[src/rtl/rtc_pkg.sv]
package rtc_pkg;
  localparam int NF = 6;
  localparam logic [7:0] A_CTRL = 8'h40;
  localparam logic [7:0] A_STAT = 8'h44;
  localparam logic [7:0] A_IEN  = 8'h48;
  localparam int S_BUSY = 0;
  localparam int S_RUN  = 1;
  localparam int S_SEC  = 2;
  localparam int S_MIN  = 3;
  localparam int S_HOUR = 4;
  localparam int S_DAY  = 5;
  localparam int S_ALM  = 6;
  localparam int IE_TMR = 2;
  localparam int IE_ALM = 3;

  function automatic logic [7:0] bcd_inc(input logic [7:0] v);
    if (v[3:0] >= 4'd9) return {v[7:4] + 4'd1, 4'd0};
    return {v[7:4], v[3:0] + 4'd1};
  endfunction

  function automatic logic [7:0] month_last(input logic [7:0] mon, input logic [7:0] yr);
    logic [7:0] yb;
    yb = {4'd0, yr[7:4]} * 8'd10 + {4'd0, yr[3:0]};
    case (mon)
      8'h02: return (yb[1:0] == 2'b00) ? 8'h29 : 8'h28;
      8'h04, 8'h06, 8'h09, 8'h11: return 8'h30;
      default: return 8'h31;
    endcase
  endfunction
endpackage

[src/rtl/rtc_prescaler.sv]
module rtc_prescaler #(
  parameter int DIV = 32768
) (
  input  logic clk_i,
  input  logic rst_ni,
  input  logic run_i,
  input  logic tick_i,
  output logic busy_o,
  output logic step_o
);
  localparam int CW = (DIV > 1) ? $clog2(DIV) : 1;
  localparam logic [CW-1:0] LAST = CW'(DIV - 1);

  logic [CW-1:0] cnt_q;

  assign busy_o = run_i && (cnt_q == LAST);
  assign step_o = busy_o && tick_i;

  always_ff @(posedge clk_i or negedge rst_ni) begin
    if (!rst_ni) cnt_q <= '0;
    else if (run_i && tick_i) cnt_q <= (cnt_q == LAST) ? '0 : cnt_q + 1'b1;
  end
endmodule

[src/rtl/rtc_calendar.sv]
module rtc_calendar
  import rtc_pkg::*;
(
  input  logic              clk_i,
  input  logic              rst_ni,
  input  logic              step_i,
  input  logic              wr_i,
  input  logic [2:0]        sel_i,
  input  logic [7:0]        wdata_i,
  output logic [NF-1:0][7:0] tm_o,
  output logic [NF-1:0]     inc_o
);
  logic [NF-1:0][7:0] lim, floor_v;
  logic [NF-1:0]      wrap;

  always_comb begin
    lim[0] = 8'h59; lim[1] = 8'h59; lim[2] = 8'h23;
    lim[3] = month_last(tm_o[4], tm_o[5]);
    lim[4] = 8'h12; lim[5] = 8'h99;
    floor_v[0] = 8'h00; floor_v[1] = 8'h00; floor_v[2] = 8'h00;
    floor_v[3] = 8'h01; floor_v[4] = 8'h01; floor_v[5] = 8'h00;
  end

  for (genvar i = 0; i < NF; i++) begin : g_field
    assign wrap[i] = (tm_o[i] >= lim[i]);
    if (i == 0) begin : g_first
      assign inc_o[i] = 1'b1;
    end else begin : g_rest
      assign inc_o[i] = inc_o[i-1] & wrap[i-1];
    end
    always_ff @(posedge clk_i or negedge rst_ni) begin
      if (!rst_ni) tm_o[i] <= floor_v[i];
      else if (wr_i && (sel_i == 3'(i))) tm_o[i] <= wdata_i;
      else if (step_i && inc_o[i]) tm_o[i] <= wrap[i] ? floor_v[i] : bcd_inc(tm_o[i]);
    end
  end
endmodule

[src/rtl/rtc_alarm_cmp.sv]
module rtc_alarm_cmp
  import rtc_pkg::*;
(
  input  logic               clk_i,
  input  logic               rst_ni,
  input  logic               wr_i,
  input  logic [2:0]         sel_i,
  input  logic [7:0]         wdata_i,
  input  logic [NF-1:0][7:0] tm_i,
  output logic [NF-1:0][7:0] alm_o,
  output logic               match_o
);
  logic [NF-1:0] eq;
  for (genvar i = 0; i < NF; i++) begin : g_alm
    always_ff @(posedge clk_i or negedge rst_ni) begin
      if (!rst_ni) alm_o[i] <= 8'h00;
      else if (wr_i && (sel_i == 3'(i))) alm_o[i] <= wdata_i;
    end
    assign eq[i] = (alm_o[i] == tm_i[i]);
  end
  assign match_o = &eq;
endmodule

[src/rtl/bcd_rtc_core.sv]
module bcd_rtc_core
  import rtc_pkg::*;
#(
  parameter int TICKS_PER_SEC = 32768,
  parameter int ADDR_W = 8
) (
  input  logic              clk_i,
  input  logic              rst_ni,
  input  logic              tick_i,
  input  logic              we_i,
  input  logic [ADDR_W-1:0] addr_i,
  input  logic [7:0]        wdata_i,
  output logic [7:0]        rdata_o,
  output logic              irq_alarm_o,
  output logic              irq_timer_o
);
  logic [7:0] a8;
  logic       in_time, in_alm, time_wr, alm_wr, stat_we;
  logic [2:0] sel;
  logic       run_q, step_d, busy, sec_step, match, alarm_hit;
  logic [6:2] stat_q, stat_set;
  logic [3:2] ie_q;
  logic [NF-1:0][7:0] tm, alm;
  logic [NF-1:0]      inc;

  assign a8      = 8'(addr_i);
  assign sel     = a8[4:2];
  assign in_time = (a8[7:5] == 3'b000) && (a8[1:0] == 2'b00) && (sel < 3'(NF));
  assign in_alm  = (a8[7:5] == 3'b001) && (a8[1:0] == 2'b00) && (sel < 3'(NF));
  assign time_wr = we_i && in_time;
  assign alm_wr  = we_i && in_alm;
  assign stat_we = we_i && (a8 == A_STAT);

  rtc_prescaler #(.DIV(TICKS_PER_SEC)) u_pre (
    .clk_i(clk_i), .rst_ni(rst_ni), .run_i(run_q), .tick_i(tick_i),
    .busy_o(busy), .step_o(sec_step)
  );

  rtc_calendar u_cal (
    .clk_i(clk_i), .rst_ni(rst_ni), .step_i(sec_step), .wr_i(time_wr),
    .sel_i(sel), .wdata_i(wdata_i), .tm_o(tm), .inc_o(inc)
  );

  rtc_alarm_cmp u_alm (
    .clk_i(clk_i), .rst_ni(rst_ni), .wr_i(alm_wr), .sel_i(sel),
    .wdata_i(wdata_i), .tm_i(tm), .alm_o(alm), .match_o(match)
  );

  assign alarm_hit = step_d && match;
  assign stat_set  = {alarm_hit, sec_step & inc[3], sec_step & inc[2],
                      sec_step & inc[1], sec_step};

  always_ff @(posedge clk_i or negedge rst_ni) begin
    if (!rst_ni) begin
      run_q  <= 1'b0;
      ie_q   <= '0;
      stat_q <= '0;
      step_d <= 1'b0;
    end else begin
      step_d <= sec_step;
      if (we_i && (a8 == A_CTRL)) run_q <= wdata_i[0];
      if (we_i && (a8 == A_IEN))  ie_q  <= wdata_i[3:2];
      // set wins over a same-cycle clear
      stat_q <= (stat_q & ~(stat_we ? wdata_i[6:2] : 5'b0)) | stat_set;
    end
  end

  assign irq_alarm_o = stat_q[S_ALM] && ie_q[IE_ALM];
  assign irq_timer_o = stat_q[S_SEC] && ie_q[IE_TMR];

  always_comb begin
    rdata_o = 8'h00;
    if (in_time)              rdata_o = tm[sel];
    else if (in_alm)          rdata_o = alm[sel];
    else if (a8 == A_CTRL)    rdata_o = {7'd0, run_q};
    else if (a8 == A_STAT)    rdata_o = {1'b0, stat_q, run_q, busy};
    else if (a8 == A_IEN)     rdata_o = {4'd0, ie_q, 2'b00};
  end
endmodule

[config.mk]
export PLATFORM = sky130hd
export DESIGN_NAME = bcd_rtc_core
export DESIGN_NICKNAME = d
export VERILOG_FILES = /design/src/rtl/rtc_pkg.sv /design/src/rtl/rtc_prescaler.sv /design/src/rtl/rtc_calendar.sv /design/src/rtl/rtc_alarm_cmp.sv /design/src/rtl/bcd_rtc_core.sv
export SDC_FILE = /design/constraint.sdc
export NUM_CORES = 1
export LEC_CHECK = 0
export BUFFER_PORTS_ARGS = -buffer_cell sky130_fd_sc_hd__buf_2
export CORE_UTILIZATION = 55
export DETAILED_ROUTE_END_ITERATION = 8
export HOLD_SLACK_MARGIN = 0.05
export PLACE_DENSITY = 0.72
export SLEW_MARGIN = 10
export SYNTH_ARGS = -nofsm -noshare
export SYNTH_HDL_FRONTEND = slang
export SYNTH_SLANG_ARGS = --single-unit
[constraint.sdc]
create_clock -name clk_i -period 3.4 [get_ports clk_i]
set_input_delay 0.17 -clock clk_i [delete_from_list [all_inputs] [get_ports clk_i]]
set_output_delay 0.17 -clock clk_i [all_outputs]
set_load 0.01 [all_outputs]
======== Yosys cells after proc, flatten, opt, wreduce, memory -nomap -nowiden ========
Cells that the tools add are included.
W data, S select, Z words.
operators by class
  $add $sub $neg .......................... 14
  $mul .................................... 1
  magnitude comparators ................... 14
  eq/ne operators ......................... 21
  mux-type cells .......................... 61
  bitwise gates (word level) .............. 10
  reductions and logical operators ........ 56
operators by type and width
  operator                 count
  $mux W8                  34
  $add A4 B1 Y4 const B    12
  $bmux W8 S3              2
  $eq A8 B8 Y1             6
  $logic_and A1 B1 Y1      32
  $eq A8 B7 Y1 const B     3
  $ge A4 B4 Y1 const B     6
  $mux W1                  19
  $reduce_bool A3 Y1       6
  $eq A8 B3 Y1 const B     2
  $ge A8 B7 Y1 const B     2
  $pmux W8 S2              1
  $add A15 B1 Y15 const B  1
  $eq A15 B15 Y1 const B   1
  $mux W15                 1
  $mux W7                  2
  $reduce_and A2 Y1        6
  $reduce_bool A2 Y1       6
  $eq A8 B2 Y1 const B     1
  $eq A8 B4 Y1 const B     1
  $eq A8 B5 Y1 const B     1
  $ge A8 B5 Y1 const B     1
  $ge A8 B6 Y1 const B     1
  $ge A8 B8 Y1             1
  18 further kinds         29
storage, ports and cells
  register bits after elaboration ......... 120
  bits of input ports ..................... 20

======== Logic depth before layout (Yosys ltp) ========
  depth in word-level cells ............... 15
  gate-level depth with buffers ........... 14

======== Cells and area by module ========
Synthesis repeated with hierarchy kept, for this count alone.
unflattened totals
  cells, all modules ...................... 771
  area, all modules ....................... 7843.8 um2
by module, submodules not included
  module         instances  cells an instance  area each (um2)  seq. area each (um2)
  rtc_calendar   1          379                3334.4           1203.7
  rtc_alarm_cmp  1          172                2367.3           1201.2
  bcd_rtc_core   1          138                1363.8           225.2
  rtc_prescaler  1          82                 778.2            375.4

======== Worst setup path after synthesis ========
Ideal clock, no wire load.
  path kind ............................... reg-to-reg
  start point ............................. reg u_cal.tm_o[32] in the netlist's numbering
  end point ............................... reg u_cal.tm_o[44] in the netlist's numbering
  library setup time ...................... 0.124 ns
  arrival ................................. 2.951 ns
  data required time ...................... 3.276 ns
  slack ................................... 0.326 ns
  stages on the path, launching flop included .. 14
  cells stage by stage .................... dfstp_2 > inv_1 > ha_1 > o211ai_1 > o21ai_0 > nand3_1 > o21a_1 > ha_1 > nor4b_1 > o21ai_0 > o21ai_0 > nand4bb_4 > nor3_1 > o31a_1
on the way
  cells in the longest elaborated chain, start to end .. 9
RTL lines
  element                                     line                source
  from (decl)                                 rtc_calendar.sv:10  output logic [NF-1:0][7:0] tm_o,
  from (signal, indexed assignment)           rtc_calendar.sv:32  if (!rst_ni) tm_o[i] <= floor_v[i];
  from (signal, indexed assignment)           rtc_calendar.sv:33  else if (wr_i && (sel_i == 3'(i))) tm_o[i] <= wdata_i;
  from (signal, indexed assignment)           rtc_calendar.sv:34  else if (step_i && inc_o[i]) tm_o[i] <= wrap[i] ? floor_v[i] : bcd_inc(tm_o[i]);
  $eq A8 B3 Y1, or another cell as far along  rtc_pkg.sv:24       case (mon)
  $reduce_or A4 Y1                            rtc_pkg.sv:24
  $pmux W8 S2                                 rtc_pkg.sv:24
  $ge A8 B8 Y1                                rtc_calendar.sv:25  assign wrap[i] = (tm_o[i] >= lim[i]);
  $and A1 B1 Y1                               rtc_calendar.sv:29  assign inc_o[i] = inc_o[i-1] & wrap[i-1];
  $and A1 B1 Y1 (*)                           rtc_calendar.sv:29
  $logic_and A1 B1 Y1 (*)                     rtc_calendar.sv:34
  $reduce_bool A2 Y1 (no line) (*)            n/a
  $reduce_and A2 Y1 (no line) (*)             n/a
Every way passes the cells marked *; elsewhere a longest branch is shown, timed or not.
A chain may end at the register's enable or synchronous reset.

======== Worst setup path in the final report ========
  start point ............................. reg u_cal.tm_o[32] in the netlist's numbering
  end point ............................... reg u_cal.tm_o[30] in the netlist's numbering
on the way
  cells in the longest elaborated chain, start to end .. 7
RTL lines
  element                                     line
  $eq A8 B3 Y1, or another cell as far along  rtc_pkg.sv:24
  $reduce_or A4 Y1                            rtc_pkg.sv:24
  $pmux W8 S2 (*)                             rtc_pkg.sv:24
  $ge A8 B8 Y1 (*)                            rtc_calendar.sv:25
  $mux W8 (2 in a row)                        rtc_calendar.sv:34
  $mux W8                                     rtc_calendar.sv:33
Every way passes the cells marked *; elsewhere a longest branch is shown, timed or not. The select of a mux whose other input is x is not followed.

==> metrics.txt <==
ANT cells=0; fin crit period=3.20 ns; Setup violations, final=0; Num CTS Buffers=17; CTS tree=built; max_cap viols=0; Top FF cell, synth=dfrtp_1; GRT Total Usage=0.357; critical path class=register to register; first-pass GRT wire length=38.6 mm; Non-Filler Instances=1042; warnings from Yosys=0; family with the most delay on the worst path=simple AND/OR/NAND/NOR gates; H-tree depth=4; Max stage delay on crit path=0.57 ns; proportion of layout cells with a drive suffix above 1=0.190; placed instance count=1009; failing checks=DRC; initial antenna violation count=0; Slew Limit Fails=0; Clock Path Buffers=2; GRT busiest layer=met2; vias=6844; Leak Pwr=3.95 nW; synthesized area=7810 sq um; final clock skew=0.0104 ns; final setup TNS=0 ns; First-pass DRT Iterations=9; Yosys top cell by area=dfrtp_1; Worst Hold Depth=3; final critical-path share of the clock period=0.942; drt total wl=24.7 mm; Area growth, synth to finish=12.8%; Max FO, Critical Path=6; Std-Cell Rows=43; maximum VDD drop=0.000466 V; IO Port Bufs=29; routed vias/inst=6.57; Top Ports=30; Clock Tree Root=clkbuf_16; Worst setup SP type=register; min-delay src=tick_i; synthesized area per cell=9.55 sq um; Avg WL per Cell=23.7 um; vias in the first global route=6546; critical path, cell by cell=inv_1, ha_1, o211ai_1, o21ai_0, nand3_1, o21a_1, ha_1, nor4b_1, o21ai_1, nor3_1, or2_1, and3_1, a221o_1; die footprint=14700 sq um; commonest non-fill, non-tap cell in the layout=dfrtp_1; met1 Resource Use GR=0.498; grt met2 use=0.534; worst-margin pin slew=0.861 ns; Critical Path RT=3.76 ns; Synth async-reset ratio=1.00; drt drc=2; overall die height=121 um; total gr overflow=0; Worst Hold End=u_pre.cnt_q[2]; Critical Path AT=3.56 ns; worst skew pair latency=0.42 ns; post-synthesis cell count=818; Fin. Hold Viols=0; post-route ant nets=0; GPL Wtd Cong=1.04; RSZ-0062 raised after global routing=false; top cell type's share of synthesized area=0.378; largest net degree at the start of global routing=66; Yosys reg bits=120; post-synthesis sequential area ratio=0.385; Final nets=905; DP Wirelength=18.1 mm; worst-case reg-to-reg path depth=13; core area=13900 sq um; Power Dens Cells=463 nW/um^2; die width=121 um; Worst-path clk slew=0.06 ns; CP Buf/Inv Count=1; Initial Util=0.563; Post-synth EDFFs=0; Crit path top cell by count=ha_1; Synth cell types=66; ranking of synthesized cells by area=dfrtp_1 (38%), mux2_2 (7.1%), ha_1 (5.8%), mux4_2 (4.6%), o21ai_0 (4.5%); reg2reg start=u_cal.tm_o[32]; max-slew headroom at the worst pin=0.423; status=complete, but fails checks; HP Class=primary input to register; Max Fclk=312 MHz; RR Endpoint=u_cal.tm_o[30]; slowest CP cell=dfstp_2; initial DRC count=858; Worst Setup End Kind=register; Reg2Reg Setup Slack=0.20 ns; clk sinks=120; GR Layer Usage met3=0.0883; syn_nets=874; commonest non-fill, non-tap cells in the layout=dfrtp_1 (118), nand2_1 (89), o21ai_0 (69)
==> power by group <==
group | switching (mW) | internal [mW] | total (mW)
sequential | 0.150 | 1.51 | 1.66
combinational | 0.353 | 0.244 | 0.597
clock | 0.644 | 1.18 | 1.83
total | 1.15 | 2.93 | 4.08
==> worst min-delay path, cell delays in order <==
cell     delay, ns
buf_2         0.11
nand3_1       0.10
xnor2_1       0.07
==> cell families (layout without fill, tap and decap cells) <==
kind of cell             count (synthesis)  in the layout  synth area share
buffers and inverters                   78            122            0.0380
XOR/XNOR                                58             58            0.0650
flip-flops                             120            120             0.385
multiplexers                            69             69             0.122
adder cells (fa/ha/maj)                 36             36            0.0577
AND/OR/NAND/NOR                        272            272             0.188
AO/OA/AOI/OAI                          185            185             0.144
==> cell type report <==
cell class / instances / area, sq um
Fill cell: 1159 / 5070
Timing Repair Buffer: 53 / 330
Tap cell: 180 / 225
Multi-Input combinational cell: 620 / 4520
Inverter: 37 / 139
Clock buffer: 23 / 468
Clock inverter: 9 / 123
Sequential cell: 120 / 3010
==> through the flow <==
| stage | total power [mW] | setup WS [ns] | utilization | instance area, sq um | hold slack [ns] |
|---|---|---|---|---|---|
| 4_1_cts | 4.07 | 0.0949 | 0.634 | 8800 | 0.0742 |
| 2_1_floorplan | 2.00 | 0.326 | - | 7810 | -0.126 |
| 6_report | 4.08 | 0.199 | 0.634 | 8810 | 0.0753 |
| 5_1_grt | 4.22 | 0.0173 | 0.634 | 8810 | 0.0799 |
| 3_5_place_dp | 2.24 | 0.137 | 0.591 | 8200 | 0.320 |
| 3_3_place_gp | 2.22 | 0.212 | 0.591 | 8200 | 0.308 |
==> worst max path at each step <==
stage | start | endpoint | slack (ns) | cells past startpoint
global route | u_cal.tm_o[32] | u_cal.tm_o[30] | 0.02 | 13
finish | u_cal.tm_o[32] | u_cal.tm_o[30] | 0.20 | 13
CTS | u_cal.tm_o[37] | u_cal.tm_o[46] | 0.09 | 15
detailed placement | u_cal.tm_o[37] | u_cal.tm_o[46] | 0.14 | 15
global placement | u_cal.tm_o[32] | u_cal.tm_o[44] | 0.21 | 13
floorplan | u_cal.tm_o[32] | u_cal.tm_o[44] | 0.33 | 13
==> routing by layer <==
layer	up-vias	routed length, um
li1	3026	-
met1	3354	10400
met2	395	11000
met3	69	2400
met4	0	967
met5	-	0
==> sequential cells by signal (all words and copies together) (netlist names) <==
signal       count
u_alm.alm_o     48
u_cal.tm_o      48
u_pre.cnt_q     15
stat_q           5
ie_q             2
run_q            1
step_d           1
==> cell usage after synthesis, types with 5 or more instances <==
| library cell | n |
|---|---|
| o21ai_0 | 71 |
| a211oi_1 | 5 |
| xor2_1 | 19 |
| nand4_1 | 17 |
| xnor2_1 | 39 |
| mux4_2 | 16 |
| or3_1 | 5 |
| inv_1 | 37 |
| nor3b_1 | 9 |
| and3_1 | 10 |
| ha_1 | 36 |
| a221oi_1 | 14 |
| clkbuf_1 | 36 |
| a21oi_1 | 44 |
| nand2_1 | 89 |
| a21o_1 | 5 |
| nor2b_1 | 12 |
| nand2b_1 | 9 |
| dfrtp_1 | 118 |
| o31ai_1 | 11 |
| nand3_1 | 28 |
| o21ai_1 | 5 |
| nor4_1 | 8 |
| nor2_1 | 36 |
| mux2_2 | 49 |
| and2_1 | 5 |
| nor3_1 | 16 |
==> timing repair <==
action	4_1_cts	5_1_grt
gates resized for setup	0	4
buffers inserted	0	0
hold endpoints to repair	62	0
hold buffers	1	0
endpoints found under the setup margin	0	10
Note: power is estimated with default switching activity, not from simulation.
